File: src/rtl/keyed_wdt.sv
module keyed_wdt #(
  parameter int          ADDR_W  = 8,
  parameter logic [31:0] IDENT   = 32'h4B57_0001,
  parameter logic [15:0] KEY_ARM = 16'hA5C6,
  parameter logic [15:0] KEY_GO  = 16'hDA7E
) (
  input  logic              clk,
  input  logic              rst_n,
  input  logic              bus_wr,
  input  logic [ADDR_W-1:0] bus_addr,
  input  logic [31:0]       bus_wdata,
  output logic [31:0]       bus_rdata,
  output logic              rst_req
);

  localparam logic [ADDR_W-1:0] OFS_ID   = ADDR_W'('h00);
  localparam logic [ADDR_W-1:0] OFS_CLO  = ADDR_W'('h10);
  localparam logic [ADDR_W-1:0] OFS_CHI  = ADDR_W'('h14);
  localparam logic [ADDR_W-1:0] OFS_PLO  = ADDR_W'('h18);
  localparam logic [ADDR_W-1:0] OFS_PHI  = ADDR_W'('h1C);
  localparam logic [ADDR_W-1:0] OFS_MODE = ADDR_W'('h20);
  localparam logic [ADDR_W-1:0] OFS_GLB  = ADDR_W'('h24);
  localparam logic [ADDR_W-1:0] OFS_WCTL = ADDR_W'('h28);

  typedef enum logic [1:0] {WD_IDLE, WD_ARMED, WD_RUN, WD_SVC} wd_state_t;

  wd_state_t   st;
  logic [63:0] cnt, prd;
  logic [1:0]  mode;
  logic [3:0]  glb;
  logic        flag;

  wire        unlocked = (st == WD_IDLE);
  wire        held     = !(glb[0] && glb[1]);
  wire [15:0] key      = bus_wdata[31:16];
  wire        en_bit   = bus_wdata[14];
  wire        key_wr   = bus_wr && (bus_addr == OFS_WCTL);
  wire        cfg_wr   = bus_wr && unlocked;
  wire        svc_clr  = key_wr && (st == WD_SVC) && (key == KEY_GO);
  wire        live     = (st == WD_RUN) || (st == WD_SVC);
  wire        hit      = live && (cnt == prd) && !flag;

  always_ff @(posedge clk or negedge rst_n) begin
    if (!rst_n) st <= WD_IDLE;
    else if (key_wr) begin
      case (st)
        WD_IDLE:  if (key == KEY_ARM && en_bit) st <= WD_ARMED;
        WD_ARMED: if (key == KEY_GO && en_bit)  st <= WD_RUN;
        WD_RUN:   if (key == KEY_ARM)           st <= WD_SVC;
        WD_SVC:   if (key == KEY_GO)            st <= WD_RUN;
        default:                                st <= WD_IDLE;
      endcase
    end
  end

  always_ff @(posedge clk or negedge rst_n) begin
    if (!rst_n) begin
      prd  <= '0;
      mode <= '0;
      glb  <= '0;
    end else if (cfg_wr) begin
      if (bus_addr == OFS_PLO)  prd[31:0]  <= bus_wdata;
      if (bus_addr == OFS_PHI)  prd[63:32] <= bus_wdata;
      if (bus_addr == OFS_MODE) mode       <= bus_wdata[7:6];
      if (bus_addr == OFS_GLB)  glb        <= bus_wdata[3:0];
    end
  end

  always_ff @(posedge clk or negedge rst_n) begin
    if (!rst_n)                                 cnt         <= '0;
    else if (held || svc_clr)                   cnt         <= '0;
    else if (cfg_wr && bus_addr == OFS_CLO)     cnt[31:0]   <= bus_wdata;
    else if (cfg_wr && bus_addr == OFS_CHI)     cnt[63:32]  <= bus_wdata;
    else if (mode != 2'd0)                      cnt         <= cnt + 64'd1;
  end

  always_ff @(posedge clk or negedge rst_n) begin
    if (!rst_n) begin
      flag    <= 1'b0;
      rst_req <= 1'b0;
    end else begin
      flag    <= flag | hit;
      rst_req <= hit;
    end
  end

  always_comb begin
    case (bus_addr)
      OFS_ID:   bus_rdata = IDENT;
      OFS_CLO:  bus_rdata = cnt[31:0];
      OFS_CHI:  bus_rdata = cnt[63:32];
      OFS_PLO:  bus_rdata = prd[31:0];
      OFS_PHI:  bus_rdata = prd[63:32];
      OFS_MODE: bus_rdata = {24'd0, mode, 6'd0};
      OFS_GLB:  bus_rdata = {28'd0, glb};
      OFS_WCTL: bus_rdata = {16'd0, flag, !unlocked, 14'd0};
      default:  bus_rdata = 32'd0;
    endcase
  end

  assert_lock_period_R6: assert property (@(posedge clk) disable iff (!rst_n)
    (st != WD_IDLE) |=> $stable(prd));
  assert_lock_cfg_R6: assert property (@(posedge clk) disable iff (!rst_n)
    (st != WD_IDLE) |=> ($stable(mode) && $stable(glb)));
  assert_svc_clear_R7: assert property (@(posedge clk) disable iff (!rst_n)
    (st == WD_SVC && key_wr && key == KEY_GO) |=> (cnt == 64'd0 && st == WD_RUN));
  assert_flag_sticky_R8: assert property (@(posedge clk) disable iff (!rst_n)
    flag |=> flag);
  assert_pulse_once_R8: assert property (@(posedge clk) disable iff (!rst_n)
    rst_req |=> !rst_req);
  assert_pulse_with_flag_R8: assert property (@(posedge clk) disable iff (!rst_n)
    rst_req |-> (flag && !$past(flag)));
  assert_no_disable_R9: assert property (@(posedge clk) disable iff (!rst_n)
    (st != WD_IDLE) |=> (st != WD_IDLE));
  assert_quiet_R10: assert property (@(posedge clk) disable iff (!rst_n)
    (st == WD_IDLE || st == WD_ARMED) |=> !rst_req);

endmodule

File: config.mk
export PLATFORM = sky130hd
export DESIGN_NAME = keyed_wdt
export DESIGN_NICKNAME = d
export VERILOG_FILES = /design/src/rtl/keyed_wdt.sv
export SDC_FILE = /design/constraint.sdc
export NUM_CORES = 1
export LEC_CHECK = 0
export ABC_AREA = 0
export BUFFER_PORTS_ARGS = -buffer_cell sky130_fd_sc_hd__buf_2
export CORE_AREA = 2 2 142 102
export CTS_CLUSTER_SIZE = 20
export DETAILED_ROUTE_END_ITERATION = 12
export DIE_AREA = 0 0 144 104
export HOLD_SLACK_MARGIN = 0.06
export PLACE_DENSITY = 0.85
export RECOVER_POWER = 50
export SLEW_MARGIN = 20
export SYNTH_ARGS = -nofsm -noshare
export SYNTH_HDL_FRONTEND = slang
export SYNTH_SLANG_ARGS = --single-unit
File: constraint.sdc
create_clock -name clk -period 6.5 [get_ports clk]
set_clock_uncertainty 0.2 [all_clocks]
set_input_delay 0.65 -clock clk [delete_from_list [all_inputs] [get_ports clk]]
set_output_delay 0.65 -clock clk [all_outputs]
set_load 0.02 [all_outputs]
# ---- Word level (Yosys, flattened, before mapping)
# Index checks and enable logic that the tools add are counted.
dict set report classes {
  addsub 1
  order_cmp 0
  n_mul 0
  n_div 0
  n_reduce_logical 28
  eq_ne 19
  n_shift 0
  bitwise_logic 1
  n_mux 12
}
# op count
set op_table {}
lappend op_table {{$pmux 32 s8} 1}
lappend op_table {{$mux 32} 4}
lappend op_table {{$mux 64} 2}
lappend op_table {{$add 64x1->64 const B} 1}
lappend op_table {{$eq 64x64->1} 1}
lappend op_table {{$eq 16x16->1 const B} 2}
lappend op_table {{$eq 8x5->1 const B} 4}
lappend op_table {{$eq 8x6->1 const B} 3}
lappend op_table {{$reduce_and 2->1} 6}
lappend op_table {{$logic_and 1x1->1} 11}
lappend op_table {{$logic_not 8->1} 1}
lappend op_table {{$mux 2} 4}
lappend op_table {{$pmux 2 s4} 1}
lappend op_table {{$ne 2x1->1 const B} 3}
lappend op_table {{$reduce_bool 3->1} 2}
lappend op_table {{$reduce_and 5->1} 1}
lappend op_table {{$eq 2x2->1 const B} 2}
lappend op_table {{$ne 2x2->1 const B} 2}
lappend op_table {{$logic_not 1->1} 3}
lappend op_table {{$ne 3x3->1 const B} 1}
lappend op_table {{$eq 2x1->1 const B} 1}
lappend op_table {{$logic_not 2->1} 1}
lappend op_table {{$logic_or 1x1->1} 2}
lappend op_table {{$reduce_bool 2->1} 1}
lappend op_table {{$or 1x1->1} 1}
dict set report totals {
  register_bits 138
  out_inout_bits 33
  rom_bits 0
  mem_count 0
  ramBits 0
  latch_bits 0
  word_cells 70
}

# ---- Longest topological paths before layout
dict set report logic_depth {
  ltp_word 7
  depth_mapped 9
  depth_no_buf 7
}

# ---- Least setup slack after synthesis
# Ideal clock, no wire load.
dict set report synth_path {
  path_kind {in2out}
  from {in bus_addr[5]}
  to {out bus_rdata[24]}
  path_stages 6
  path_slack_ps 3404
  path_buffers 2
  arrival_time_ps 2246
  cell_sequence {or4b_4 buf_6 nor4_4 clkbuf_1 a222oi_1 nand3_1}
}
dict set report synth_via {
  elab_chain_cells 2
}
# element line
set synth_lines {}
lappend synth_lines {{start: declaration} 10} ;# input logic [ADDR_W-1:0] bus_addr,
lappend synth_lines {{$eq 8x6->1 (tied with other cells)} 88} ;# case (bus_addr)
lappend synth_lines {{$pmux 32 s8 *} 88}
lappend synth_lines {{end: declaration} 12} ;# output logic [31:0] bus_rdata,
# Every way passes the cells marked *; elsewhere a longest branch is shown, timed or not.

# ---- Worst setup path in the final report
dict set report layout_path {
  from {in bus_addr[5]}
  to {out bus_rdata[17]}
}
# Same word-level chain as after synthesis.

==> flow_summary_export.csv <==
group,metric,value,unit
synth,postSynthNetCount,975,
synth,synth_top_area_cell,"dfrtp_1",
clock_tree,cts_tree,"built",
status,status,"complete, but fails checks",
clock_tree,clk_pin_slew,0.07,ns
clock_tree,post_cts_resized,0,
timing,finalSetupTns,0,ns
synth,synth_most_common_cell,"dfrtp_1",
worst_setup_path,critical_path_class,"in -> out",
drt,final_antenna_net_count,0,
floorplan,core,13600,um^2
final_layout,nets,1009,
place,placedInstanceArea,9090,um^2
global_route,grt_first_pass_wirelength,50.0,mm
worst_setup_path,end_kind,"output pin",
clock_tree,cts_buffers,17,
drt,drcViolationCount,0,
timing,period_minus_slack,4.08,ns
synth,synth_seq_cells,138,
worst_setup_path,crit_fanout,17,
synth,synth-seq-area-share,0.396,
synth,synth_commonest_cells,"138 x dfrtp_1, 84 x nand2_1, 70 x mux2_2",
timing,rsz0062_at_grt,"no",
clock_tree,clock_path_buffers,2,
floorplan,start_util,0.638,
final_layout,instances_no_fill,1168,
place,dp.final_hpwl,23.0,mm
synth,async_flop_share,1.00,
synth,synth_top_area_share,0.396,
place,place_inst,1135,
place,gp_congestion,1.04,
clock_tree,hold_buffers,1,
synth,avgSynthCellArea,9.36,um^2
pwr,peakVddDrop,0.000236,V
status,violations,"max-capacitance violations, max-slew violations",
floorplan,die_h,104,um
synth,ys.flop_type,"dfrtp_1",
floorplan,dieArea,15000,um^2
place,portBuffers,75,
timing,slew_viol_final,106,
worst_setup_path,required,5.65,ns
synth,synthCells,931,
pwr,p_per_area,220,nW/um^2
pwr,finalPower,2.14,mW
final_layout,antenna_cells,0,
worst_setup_path,cp_common_cell,"buf_2",
timing,slew_headroom,-0.346,
synth,syn_area,8710,um^2
timing,finalSetupViolations,0,
clock_tree,clkLatencyLatePin,0.43,ns
worst_setup_path,cpMaxStageDelayCell,"nor4_4",
drt,vias_per_cell,7.40,
worst_setup_path,cp_cell_sequence,"buf_2 > or4b_4 > nor4_4 > buf_4 > a222oi_1 > nand3_1 > buf_2",
timing,tightest_slew,2.02,ns
synth,yosys_warnings,0,
drt,first_pass_iters,11,
timing,fin_ws,2.42,ns
final_layout,fin_util,0.714,
worst_setup_path,crit_arrival,3.23,ns
clock_tree,cts_max_level,4,
job,maxCapViolCount,2,
global_route,grt_pass1_vias,8149,
floorplan,die_w,144,um
synth,synth.area.top_cells,"dfrtp_1 40%, mux2_2 9.0%, xor2_1 4.3%, xnor2_1 4.2%, a22oi_1 3.6%",
final_layout,fin_area,9740,um^2
synth,yosysUniqueCellTypes,69,
global_route,grt_max_degree,76,
floorplan,io-pin-count,76,
synth,synth_edf_count,0,
timing,fmax,245,MHz
timing,fin_hold_ws,0.262,ns
worst_setup_path,slowest_delay,0.94,ns
floorplan,fp-row-count,36,
drt,drt_iter0_markers,1714,
pwr,p_leak,4.21,nW
drt,vias,8645,
drt,drt-total-wl,32.9,mm
global_route,antenna_found_initial,0,
final_layout,drive_gt1_frac,0.216,
place,dp_slack,2.50,ns
clock_tree,cts_sinks,138,
min_path,worstHoldPathType,"reg -> reg",
global_route,grt_overflow,0,
clock_tree,postCtsSetupBuffers,0,
worst_setup_path,critical_path.startpoint_type,"input pin",
timing,fin_crit_sh,0.627,
final_layout,areaGrowthSynthToFinish,11.8,%
global_route,track_usage,0.450,
timing,finalHoldViolations,0,
drt,wl_per_cell,28.2,um
clock_tree,root_buffer,"clkbuf_16",
-- area by class of cell --
| type | count | area (um^2) |
|---|---|---|
| repair buffers | 86 | 455 |
| clock buffers | 17 | 425 |
| multi-input cells | 697 | 4850 |
| fillers | 1069 | 3910 |
| clock inverters | 15 | 225 |
| flip-flops and latches | 138 | 3450 |
| inverters | 25 | 93.8 |
| well taps | 190 | 238 |
-- path summary, 6_finish.rpt --
| check | from | endpoint | slack [ns] | depth (start not counted) |
|---|---|---|---|---|
| hold / removal | flag$_DFF_PN0_ | rst_req$_DFF_PN0_ | 0.26 | 1 |
| min in group asynchronous | rst_n | prd[12]$_DFFE_PN0P_ | 0.60 | 2 |
| setup reg to reg | st[0]$_DFFE_PN0P_ | cnt[59]$_DFFE_PN0P_ | 2.44 | 7 |
| max in group asynchronous | rst_n | cnt[19]$_DFFE_PN0P_ | 3.11 | 3 |
| setup / recovery | bus_addr[5] | bus_rdata[17] | 2.42 | 7 |
| hold reg to reg | flag$_DFF_PN0_ | rst_req$_DFF_PN0_ | 0.26 | 1 |
-- critical path, delay by kind of cell --
kind / cells / cell delay (ns)
buf+inv: 3 / 0.71
simple gates: 3 / 1.75
compound gates: 1 / 0.10
-- registers in the layout, indices dropped and copies added (netlist names) --
register and count:
cnt 64, prd 64, glb 4, mode 2
st 2, flag 1, rst_req 1
-- layer usage --
metal / global-route usage / vias up / routed length, um
met3: 0.195 / 138 / 5820
met4: 0.167 / 2 / 1400
met5: 0.0316 / - / 57
met2: 0.594 / 817 / 13000
met1: 0.647 / 4121 / 12600
li1: - / 3567 / -
-- layout by cell type, fill, tap and decap left out, types with 25 or more instances in the layout --
cell type and instances:
nor2_1 40, inv_1 25, nor4_1 27, buf_2 70, a22oi_1 42, nand2_1 84, dfrtp_1 138, xor2_1 43
mux2_2 70, o21ai_0 49, nand3_1 42, a21oi_1 44, xnor2_1 42, nand4_1 39
-- report_power, final --
group	total (mW)	switching (mW)	internal, mW
Clock	1.10	0.436	0.659
Combinational	0.142	0.0910	0.0512
Sequential	0.903	0.0237	0.879
Total	2.14	0.551	1.59
-- cells by family (layout without fill, tap and decap cells) --
logic type,Yosys count,after routing,share of synthesized area
AND/OR/NAND/NOR,315,315,0.200
adder cells (fa/ha/maj),1,1,0.00144
AO/OA/AOI/OAI,226,226,0.178
flip-flops,138,138,0.396
XOR/XNOR,85,85,0.0854
multiplexers,70,70,0.0905
buffers and inverters,96,143,0.0485
Power figures use the tool's default switching activity.
